==> src/rtl/bw_alu_pkg.sv <==
package bw_alu_pkg;

  localparam int OP_W = 5;

  typedef enum logic [OP_W-1:0] {
    OP_MOV = 5'd0,  OP_ADD = 5'd1,  OP_ADC = 5'd2,  OP_SUB = 5'd3,
    OP_SBC = 5'd4,  OP_CMP = 5'd5,  OP_TST = 5'd6,  OP_AND = 5'd7,
    OP_OR  = 5'd8,  OP_XOR = 5'd9,  OP_NOT = 5'd10, OP_INC = 5'd11,
    OP_DEC = 5'd12, OP_ASR = 5'd13, OP_LSL = 5'd14, OP_LSR = 5'd15,
    OP_RCL = 5'd16, OP_RCR = 5'd17, OP_SXB = 5'd18, OP_DUB = 5'd19,
    OP_SEC = 5'd20, OP_CLC = 5'd21
  } op_e;

  localparam int OP_COUNT = 22;

  typedef enum logic [1:0] {UNIT_ADD, UNIT_LOGIC, UNIT_SHIFT, UNIT_NONE} unit_e;
  typedef enum logic [2:0] {LG_PASS, LG_AND, LG_OR, LG_XOR, LG_NOT} logic_e;
  typedef enum logic [2:0] {SH_ASR, SH_LSL, SH_LSR, SH_RCL, SH_RCR, SH_SXB, SH_DUB} shift_e;
  typedef enum logic [1:0] {CY_KEEP, CY_UNIT, CY_ZERO, CY_ONE} carry_e;

  typedef struct packed {
    unit_e  unit;
    logic_e logicSel;
    shift_e shiftSel;
    logic   subtract;
    logic   useCarry;
    logic   unitStep;
    carry_e carrySel;
    logic   setNz;
    logic   writeEn;
    logic   wordOnly;
    logic   zeroExt;
  } strobe_t;

endpackage

==> src/rtl/bw_alu_ctrl.sv <==
module bw_alu_ctrl
  import bw_alu_pkg::*;
(
  input  logic [OP_W-1:0] opSel,
  output strobe_t         st
);

  op_e opCode;
  assign opCode = op_e'(opSel);

  always_comb begin
    st          = '0;
    st.unit     = UNIT_NONE;
    st.carrySel = CY_KEEP;
    case (opCode)
      OP_MOV: begin
        st.unit = UNIT_LOGIC; st.logicSel = LG_PASS;
        st.setNz = 1'b1; st.writeEn = 1'b1; st.zeroExt = 1'b1;
      end
      OP_ADD, OP_ADC: begin
        st.unit = UNIT_ADD; st.carrySel = CY_UNIT;
        st.useCarry = (opCode == OP_ADC);
        st.setNz = 1'b1; st.writeEn = 1'b1;
      end
      OP_SUB, OP_SBC, OP_CMP: begin
        st.unit = UNIT_ADD; st.carrySel = CY_UNIT; st.subtract = 1'b1;
        st.useCarry = (opCode == OP_SBC);
        st.setNz = 1'b1; st.writeEn = (opCode != OP_CMP);
      end
      OP_TST, OP_AND: begin
        st.unit = UNIT_LOGIC; st.logicSel = LG_AND; st.carrySel = CY_ZERO;
        st.setNz = 1'b1; st.writeEn = (opCode == OP_AND);
      end
      OP_OR: begin
        st.unit = UNIT_LOGIC; st.logicSel = LG_OR; st.carrySel = CY_ZERO;
        st.setNz = 1'b1; st.writeEn = 1'b1;
      end
      OP_XOR: begin
        st.unit = UNIT_LOGIC; st.logicSel = LG_XOR; st.carrySel = CY_ZERO;
        st.setNz = 1'b1; st.writeEn = 1'b1;
      end
      OP_NOT: begin
        st.unit = UNIT_LOGIC; st.logicSel = LG_NOT; st.carrySel = CY_ZERO;
        st.setNz = 1'b1; st.writeEn = 1'b1;
      end
      OP_INC, OP_DEC: begin
        st.unit = UNIT_ADD; st.unitStep = 1'b1;
        st.subtract = (opCode == OP_DEC);
        st.setNz = 1'b1; st.writeEn = 1'b1;
      end
      OP_ASR, OP_LSL, OP_LSR, OP_RCL, OP_RCR: begin
        st.unit = UNIT_SHIFT; st.carrySel = CY_UNIT;
        st.wordOnly = 1'b1; st.setNz = 1'b1; st.writeEn = 1'b1;
        case (opCode)
          OP_ASR:  st.shiftSel = SH_ASR;
          OP_LSL:  st.shiftSel = SH_LSL;
          OP_LSR:  st.shiftSel = SH_LSR;
          OP_RCL:  st.shiftSel = SH_RCL;
          default: st.shiftSel = SH_RCR;
        endcase
      end
      OP_SXB, OP_DUB: begin
        st.unit = UNIT_SHIFT;
        st.shiftSel = (opCode == OP_SXB) ? SH_SXB : SH_DUB;
        st.wordOnly = 1'b1; st.setNz = 1'b1; st.writeEn = 1'b1;
      end
      OP_SEC: st.carrySel = CY_ONE;
      OP_CLC: st.carrySel = CY_ZERO;
      default: ;
    endcase
  end

  always_comb begin
    if (opSel >= OP_W'(OP_COUNT)) begin
      AST_UNUSED_QUIET_CTRL: assert (!st.writeEn && !st.setNz && st.carrySel == CY_KEEP);
    end
  end

endmodule

==> src/rtl/bw_alu_dp.sv <==
module bw_alu_dp
  import bw_alu_pkg::*;
#(
  parameter int DATA_W = 16,
  parameter int BYTE_W = 8
) (
  input  strobe_t           st,
  input  logic              byteMode,
  input  logic [DATA_W-1:0] opA,
  input  logic [DATA_W-1:0] opB,
  input  logic              carryIn,
  input  logic              negIn,
  input  logic              zeroIn,
  output logic [DATA_W-1:0] result,
  output logic              writeEn,
  output logic              negOut,
  output logic              zeroOut,
  output logic              carryOut
);

  localparam int HIGH_W = DATA_W - BYTE_W;
  localparam int LANES  = DATA_W / BYTE_W;

  logic              byteSel;
  logic [DATA_W-1:0] stepVal, bSel, bEff;
  logic              cinEff;
  logic [DATA_W:0]   sumWide;
  logic              addCarry;
  logic [DATA_W-1:0] logicRes, shiftRes, dupVal, rawRes;
  logic              shiftCarry, unitCarry, nCalc, zCalc;

  assign byteSel = byteMode && !st.wordOnly;

  // adder shared by add, subtract, compare, increment, decrement
  assign stepVal = {{(DATA_W-1){1'b0}}, 1'b1};
  assign bSel    = st.unitStep ? stepVal : opB;
  assign bEff    = st.subtract ? ~bSel : bSel;
  assign cinEff  = st.useCarry ? (carryIn ^ st.subtract) : st.subtract;
  assign sumWide = {1'b0, opA} + {1'b0, bEff} + {{DATA_W{1'b0}}, cinEff};

  // carry into bit BYTE_W is the byte-width carry-out
  assign addCarry = (byteSel ? (opA[BYTE_W] ^ bEff[BYTE_W] ^ sumWide[BYTE_W])
                             : sumWide[DATA_W]) ^ st.subtract;

  always_comb begin
    case (st.logicSel)
      LG_AND:  logicRes = opA & opB;
      LG_OR:   logicRes = opA | opB;
      LG_XOR:  logicRes = opA ^ opB;
      LG_NOT:  logicRes = ~opA;
      default: logicRes = opB;
    endcase
  end

  for (genvar g = 0; g < LANES; g++) begin : g_dup
    assign dupVal[g*BYTE_W +: BYTE_W] = opA[BYTE_W-1:0];
  end

  always_comb begin
    shiftCarry = carryIn;
    case (st.shiftSel)
      SH_ASR: begin shiftRes = {opA[DATA_W-1], opA[DATA_W-1:1]}; shiftCarry = opA[0]; end
      SH_LSL: begin shiftRes = {opA[DATA_W-2:0], 1'b0};          shiftCarry = opA[DATA_W-1]; end
      SH_LSR: begin shiftRes = {1'b0, opA[DATA_W-1:1]};          shiftCarry = opA[0]; end
      SH_RCL: begin shiftRes = {opA[DATA_W-2:0], carryIn};       shiftCarry = opA[DATA_W-1]; end
      SH_RCR: begin shiftRes = {carryIn, opA[DATA_W-1:1]};       shiftCarry = opA[0]; end
      SH_SXB: shiftRes = {{HIGH_W{opA[BYTE_W-1]}}, opA[BYTE_W-1:0]};
      default: shiftRes = dupVal;
    endcase
  end

  always_comb begin
    case (st.unit)
      UNIT_ADD:   begin rawRes = sumWide[DATA_W-1:0]; unitCarry = addCarry; end
      UNIT_LOGIC: begin rawRes = logicRes;            unitCarry = 1'b0; end
      UNIT_SHIFT: begin rawRes = shiftRes;            unitCarry = shiftCarry; end
      default:    begin rawRes = opA;                 unitCarry = carryIn; end
    endcase
  end

  assign result = byteSel ? {(st.zeroExt ? {HIGH_W{1'b0}} : opA[DATA_W-1:BYTE_W]),
                             rawRes[BYTE_W-1:0]}
                          : rawRes;

  assign nCalc = byteSel ? rawRes[BYTE_W-1] : rawRes[DATA_W-1];
  assign zCalc = byteSel ? ~|rawRes[BYTE_W-1:0] : ~|rawRes;

  assign writeEn = st.writeEn;
  assign negOut  = st.setNz ? nCalc : negIn;
  assign zeroOut = st.setNz ? zCalc : zeroIn;

  always_comb begin
    case (st.carrySel)
      CY_UNIT: carryOut = unitCarry;
      CY_ZERO: carryOut = 1'b0;
      CY_ONE:  carryOut = 1'b1;
      default: carryOut = carryIn;
    endcase
  end

  always_comb begin
    if (byteMode && !st.wordOnly && !st.zeroExt && st.writeEn) begin
      AST_BYTE_HIGH_KEPT: assert (result[DATA_W-1:BYTE_W] == opA[DATA_W-1:BYTE_W]);
    end
    if (byteMode && !st.wordOnly && st.setNz && st.writeEn) begin
      AST_BYTE_FLAGS: assert (zeroOut == (result[BYTE_W-1:0] == '0) && negOut == result[BYTE_W-1]);
    end
  end

endmodule

==> src/rtl/bw_alu.sv <==
module bw_alu
  import bw_alu_pkg::*;
#(
  parameter int DATA_W = 16,
  parameter int BYTE_W = 8
) (
  input  logic [OP_W-1:0]   opSel,
  input  logic              byteMode,
  input  logic [DATA_W-1:0] opA,
  input  logic [DATA_W-1:0] opB,
  input  logic              carryIn,
  input  logic              negIn,
  input  logic              zeroIn,
  output logic [DATA_W-1:0] result,
  output logic              writeEn,
  output logic              negOut,
  output logic              zeroOut,
  output logic              carryOut
);

  strobe_t st;

  bw_alu_ctrl u_ctrl (
    .opSel (opSel),
    .st    (st)
  );

  bw_alu_dp #(.DATA_W(DATA_W), .BYTE_W(BYTE_W)) u_dp (
    .st       (st),
    .byteMode (byteMode),
    .opA      (opA),
    .opB      (opB),
    .carryIn  (carryIn),
    .negIn    (negIn),
    .zeroIn   (zeroIn),
    .result   (result),
    .writeEn  (writeEn),
    .negOut   (negOut),
    .zeroOut  (zeroOut),
    .carryOut (carryOut)
  );

  always_comb begin
    if (opSel == OP_CMP || opSel == OP_TST) begin
      AST_PROBE_NO_WRITE: assert (!writeEn);
    end
    if (opSel == OP_AND || opSel == OP_OR || opSel == OP_XOR || opSel == OP_NOT || opSel == OP_TST) begin
      AST_LOGIC_CLEARS_C: assert (!carryOut);
    end
    if (opSel == OP_INC || opSel == OP_DEC) begin
      AST_STEP_KEEPS_C: assert (carryOut == carryIn);
    end
    if (opSel == OP_SEC || opSel == OP_CLC) begin
      AST_FLAG_OP_QUIET: assert (!writeEn && negOut == negIn && zeroOut == zeroIn);
    end
    if (opSel >= OP_W'(OP_COUNT)) begin
      AST_UNUSED_QUIET: assert (!writeEn && negOut == negIn && zeroOut == zeroIn && carryOut == carryIn);
    end
  end

endmodule

==> config.mk <==
export PLATFORM = sky130hd
export DESIGN_NAME = bw_alu
export DESIGN_NICKNAME = d
export VERILOG_FILES = /design/src/rtl/bw_alu_pkg.sv /design/src/rtl/bw_alu_ctrl.sv /design/src/rtl/bw_alu_dp.sv /design/src/rtl/bw_alu.sv
export SDC_FILE = /design/constraint.sdc
export NUM_CORES = 1
export LEC_CHECK = 0
export ABC_AREA = 1
export CAP_MARGIN = 20
export CORE_ASPECT_RATIO = 0.7
export CORE_MARGIN = 2
export CORE_UTILIZATION = 25
export DETAILED_ROUTE_END_ITERATION = 7
export GPL_TIMING_DRIVEN = 0
export PLACE_DENSITY = 0.46
export SYNTH_ARGS = -nofsm -noshare
export SYNTH_HDL_FRONTEND = slang
export SYNTH_SLANG_ARGS = --single-unit
export TNS_END_PERCENT = 100
==> constraint.sdc <==
create_clock -name vclk -period 8.15
set_input_delay 2.445 -clock vclk [all_inputs]
set_output_delay 2.445 -clock vclk [all_outputs]
set_load 0.03 [all_outputs]
==> results of run 1 <==
## Yosys cell counts (4+ instances only)
cell,number,area [sq um]
ha_1,47,588
o21ai_0,25,125
buf_4,4,30.0
nand2_1,265,995
nand4_1,25,156
nand3_4,4,70.1
xor2_1,19,166
nand2_2,5,31.3
nor2_4,6,67.6
o31ai_1,7,52.6
buf_6,5,56.3
a21oi_1,25,125
nor2_1,67,251
inv_2,7,26.3
inv_1,106,398
nand3b_1,6,45.0
nand3_1,64,320
nor2_2,7,43.8
nand2_4,7,78.8
o21ai_1,11,55.1
## routing by layer
metal  track usage (%)  up-vias
met5                 0        -
met4              1.10        0
met3              1.60        6
met2              28.9      176
met1              34.1     2347
li1                  -     2609
## metrics by stage
| step | power, mW | util [%] | hold slack (ns) | setup TNS [ns] |
|---|---|---|---|---|
| 6_report | 0.428 | 33.9 | 5.47 | 0 |
| 5_1_grt | 0.470 | 33.9 | 5.52 | -0.0502 |
| 2_1_floorplan | 0.257 | - | 5.07 | 0 |
| 3_3_place_gp | 0.399 | 31.4 | 5.95 | -23.92 |
| 3_5_place_dp | 0.398 | 31.4 | 5.97 | -23.56 |
| 4_1_cts | 0.405 | 32.2 | 5.61 | -0.140 |
## worst max path at each step
stage / slack [ns] / from / to
floorplan: 0.01 / opSel[3] / zeroOut
global placement: -1.84 / opSel[2] / zeroOut
detailed placement: -1.83 / opSel[2] / zeroOut
CTS: -0.14 / opSel[2] / zeroOut
global route: -0.05 / opSel[0] / zeroOut
finish: 0.11 / opSel[4] / result[10]
## where the power goes
| group | switching [mW] | internal, mW |
|---|---|---|
| clock | 0 | 0 |
| combinational | 0.273 | 0.155 |
| sequential | 0 | 0 |
| total | 0.273 | 0.155 |
## logic make-up (layout without fill, tap and decap cells)
family | Yosys count | in the layout | synth area share [%]
buf+inv | 134 | 216 | 14.0
xor+xnor | 20 | 20 | 4.31
fa+ha+maj | 49 | 49 | 15.5
simple gates | 471 | 471 | 54.4
compound gates | 82 | 82 | 11.9
## tightest hold or removal path, delay by kind of cell
kind | cells | cell delay, ns
compound gates | 2 | 0.23
buf+inv | 3 | 0.29
simple gates | 1 | 0.06
## final cells by class
cell class	instances	area, sq um	area share [%]
inverters	118	473	8.89
multi-input cells	622	3670	68.9
repair buffers	82	779	14.6
plain buffers	16	153	2.87
well taps	200	250	4.70
## cells in the final DEF, fill, tap and decap left out, types with 3 or more instances in the layout
cell type,synthesis,final
nor2_4,6,6
nand3_1,64,56
buf_6,5,8
o31ai_1,7,7
nor2_1,67,62
nand4_1,25,25
nand2_2,5,9
clkdlybuf4s50_1,0,42
buf_2,3,3
nand2_1,265,259
a21oi_1,25,24
nand3_4,4,8
and2_1,3,3
nand2_4,7,9
buf_12,0,3
dlygate4sd2_1,0,9
nand3_2,3,7
nor3_2,3,3
inv_2,7,9
xor2_1,19,18
o211ai_1,3,3
buf_8,0,3
buf_4,4,25
inv_1,106,103
o21ai_0,25,24
nand3b_1,6,6
o21ai_1,11,9
ha_1,47,46
nor2_2,7,12
## repair_timing
item                       4_1_cts  5_1_grt
buffers inserted                10       14
gates cloned                     0        0
pin swaps                        8       19
setup endpoints to repair       19       17
gates resized for setup         62       50
==> results.py, run 1 <==
metrics = {
    "global_routing": {
        "antenna_found_initial": 0,
        "grt_max_degree": 11,
        "grt_usage_pct": 20.4,
        "grt_first_pass_wirelength_um": 27900,
        "grt_remaining_overflow": 0,
        "grt_pass1_vias": 4786,
    },
    "synth": {
        "yosysSeqAreaShare_pct": 0,
        "syn_area_sq_um": 4060,
        "synth_cell_types": 46,
        "synthesis.nets": 846,
        "synth_cells": 756,
        "syn_avg_cell_area_sq_um": 5.38,
        "ys_warn_count": 0,
    },
    "final_layout": {
        "clockBufferCount": 0,
        "antenna-diode-count": 0,
        "drive_above_1_share_pct": 15.4,
        "sequential_cell_total": 0,
        "register_area_sq_um": 0,
        "nNetsFinal": 930,
        "fin_area_sq_um": 5320,
        "instances_no_fill": 1038,
        "n_fill_cell": 1813,
        "syn_to_final_growth_pct": 30.9,
    },
    "worst_setup_path": {
        "cp_num_buf_inv": 5,
        "critPathMaxStageDelay_ns": 0.45,
        "cp_num_cells": 19,
        "cp.arrival_ns": 5.60,
        "worstSetupPathType": "in -> out",
        "critPathRequiredTime_ns": 5.71,
        "endpoint_kind": "output port",
        "crit_path_max_fanout": 9,
        "path_cells": "buf_8 -> nor2_8 -> nand2_4 -> o22ai_4 -> buf_12 -> nor2_2 -> xor2_1 -> fa_2 -> fa_2 -> buf_4 -> buf_4 -> nand3_1 -> nand3_1 -> nand2_1 -> nand3_1 -> nand4_1 -> nand2_1 -> o31ai_1 -> dlygate4sd2_1",
        "crit_family": "buffers and inverters",
        "worst_setup_path_start_kind": "input port",
        "cp_common_cell": "nand3_1",
        "critPathSlowestCell": "dlygate4sd2_1",
    },
    "place": {
        "dpl-instance-area_sq_um": 4920,
        "port_buffers": 58,
        "dp_hpwl_um": 14400,
        "gp_congestion": 0.878,
        "pre_cts_slack_ns": -1.83,
        "place_inst": 1014,
    },
    "routing": {
        "firstDrtPassIters": 5,
        "met3_length_um": 1210,
        "ant_nets": 0,
        "viasPerCell": 4.95,
        "drc": 0,
        "num_vias": 5138,
        "wl_per_cell_um": 17.4,
        "top_layer": "met4",
        "met1_length_um": 9610,
        "wirelength_um": 18000,
        "drt-initial-drc-count": 482,
        "wl_met2_um": 7120,
    },
    "die": {
        "dieArea_sq_um": 17300,
        "start_util_pct": 25.9,
        "coreArea_sq_um": 15700,
        "boundaryPins": 61,
        "rows": 38,
        "die_y_um": 111,
        "die_x_um": 156,
    },
    "sta": {
        "fmax_ghz": 0.124,
        "period_share_pct": 98.7,
        "min_period_ns": 8.04,
        "rsz0062_at_grt": "true",
        "worstMarginPinSlew_ns": 0.893,
        "max_slew_margin_pct": 40.2,
        "hold_viol_final": 0,
        "setup_ws_ns": 0.109,
        "finalSetupViolCount": 0,
        "slew_violations": 0,
    },
    "hold_path": {
        "hold_depth": 6,
        "hp-class": "in -> out",
        "min_to": "carryOut",
        "min_from": "opSel[0]",
    },
    "pwr": {
        "leakage_nw": 2.83,
        "power-per-cell-area_nw_per_um2": 80.5,
        "ir_worst_vdd_uv": 33.1,
    },
    "outcome": {
        "status": "complete, no violations",
    },
    "job": {
        "cap_violations": 0,
    },
    "clock_network": {
        "hold_buffers": 0,
    },
}
Power figures use the tool's default switching activity.
==> run 2, diff against run 1 <==
Settings changed: CAP_MARGIN 20 to 10.
==> results of run 2 <==
No change in the layout: final DEF, timing and power equal those of run 1.
==> run 3, diff against run 2 <==
Settings changed: PLACE_DENSITY 0.46 to 0.43.
==> run 3 against run 2 <==
Utilization is 1.6 points higher. Combinational power rose by 7.7%. Clock-buffer cell count unchanged. Critical path depth up 1. Die area did not move. Critical path type unchanged. Critical endpoint is now zeroOut.
==> results.py, run 3 (synthesis results as in run 1) <==
metrics = {
    "routing": {
        "drc": 0,
        "firstDrtPassIters": 5,
        "wl_met2_um": 7640,
        "wl_per_cell_um": 18.1,
        "wirelength_um": 18900,
        "top_layer": "met4",
        "drt-initial-drc-count": 497,
        "met3_length_um": 1370,
        "met1_length_um": 9630,
        "viasPerCell": 5.09,
        "ant_nets": 0,
        "num_vias": 5305,
    },
    "pwr": {
        "ir_worst_vdd_uv": 42.4,
        "switching_power_mw": 0.290,
        "share_seq_of_total_power_pct": 0,
        "leakage_nw": 2.87,
        "power-per-cell-area_nw_per_um2": 82.7,
        "power_mw": 0.461,
        "swShare_pct": 62.9,
        "p_comb_share_pct": 100.0,
        "p_int_mw": 0.171,
        "clockPowerShare_pct": 0,
    },
    "outcome": {
        "status": "complete, no violations",
    },
    "die": {
        "die_y_um": 111,
        "coreArea_sq_um": 15700,
        "rows": 38,
        "die_x_um": 156,
        "boundaryPins": 61,
        "dieArea_sq_um": 17300,
        "start_util_pct": 25.9,
    },
    "job": {
        "cap_violations": 0,
    },
    "place": {
        "port_buffers": 58,
        "dpl-instance-area_sq_um": 4920,
        "gp_congestion": 0.917,
        "dp_hpwl_um": 14900,
    },
    "sta": {
        "worstMarginPinSlew_ns": 0.943,
        "fmax_ghz": 0.124,
        "min_period_ns": 8.06,
        "finalSetupViolCount": 0,
        "whs_ns": 5.55,
        "slew_violations": 0,
        "hold_viol_final": 0,
        "rsz0062_at_grt": "true",
        "period_share_pct": 98.9,
        "max_slew_margin_pct": 36.9,
    },
    "global_routing": {
        "grt_usage_pct": 21.2,
        "grt_remaining_overflow": 0,
        "grt_max_degree": 11,
        "grt_first_pass_wirelength_um": 28700,
        "antenna_found_initial": 0,
        "grt_pass1_vias": 4940,
    },
    "hold_path": {
        "hp-class": "in -> out",
    },
    "final_layout": {
        "final_common_cell": "nand2_1",
        "antenna-diode-count": 0,
        "sequential_cell_total": 0,
        "final_core_util_pct": 35.5,
        "drive_above_1_share_pct": 20.0,
        "register_area_sq_um": 0,
        "fin_area_sq_um": 5570,
        "syn_to_final_growth_pct": 37.2,
        "nNetsFinal": 935,
        "clockBufferCount": 0,
        "layout_common_cells": "nand2_1 (245), inv_1 (102), nor2_1 (55)",
    },
    "worst_setup_path": {
        "critPathRequiredTime_ns": 5.71,
        "cp.arrival_ns": 5.61,
        "endpoint_kind": "output port",
        "worst_setup_path_start_kind": "input port",
        "crit_path_max_fanout": 7,
        "critPathMaxStageDelay_ns": 0.42,
        "path_cells": "buf_6 -> nor2_4 -> buf_6 -> nand2_4 -> o22ai_4 -> nor2_2 -> xor2_1 -> fa_2 -> fa_2 -> nand3_2 -> nand3_4 -> or2_4 -> nand3_2 -> nand4_1 -> nor2_2 -> nand4_1 -> nor2_2 -> nand2_2 -> nand2_4 -> buf_6",
        "worstSetupPathType": "in -> out",
        "critPathSlowestCell": "fa_2",
        "cp_num_buf_inv": 3,
        "crit_family": "simple AND/OR/NAND/NOR gates",
    },
}
[run 3: cell types whose count changed in the layout (fill, tap and decap cells not counted), moves of 5 or more]
cell,previous run,this run
ha_1,46,39
buf_6,8,13
nor2_1,62,55
nand2_1,259,245
nand2_2,9,20
[run 3: final timing paths]
kind      from  endpoint  slack, ns  cells past startpoint
max   opSel[0]   zeroOut       0.09                     20
min   opSel[0]  carryOut       5.55                      6
[run 3: final cells by class]
cell class         count  area [sq um]
inverters            118           468
repair buffers        87           825
well taps            200           250
fillers             1734         10100
plain buffers         16           151
multi-input cells    622          3880
[run 3: through the flow]
step	instances	setup TNS, ns	setup WS [ns]
global placement	1014	-23.04	-1.83
floorplan	756	0	0.0130
CTS	1026	-0.0917	-0.0917
finish	1043	0	0.0928
global route	1043	-0.0632	-0.0624
detailed placement	1014	-23.21	-1.86
[run 3: what timing repair did]
action,4_1_cts,5_1_grt
buffers inserted,12,17
gates resized for setup,63,92
endpoints found under the setup margin,19,15
hold buffers,0,0
pin swaps,8,30
[run 3: power by group through the flow]
stage / logic [mW] / registers [mW] / clock network, mW
global placement: 0.399 / 0 / 0
global route: 0.503 / 0 / 0
CTS: 0.407 / 0 / 0
detailed placement: 0.400 / 0 / 0
finish: 0.461 / 0 / 0
floorplan: 0.257 / 0 / 0
[run 3: metal layers]
metal / up-vias / GRT usage (%)
met4: 0 / 3.24
li1: 2607 / -
met3: 17 / 1.64
met5: - / 0
met1: 2462 / 33.8
met2: 219 / 31.1
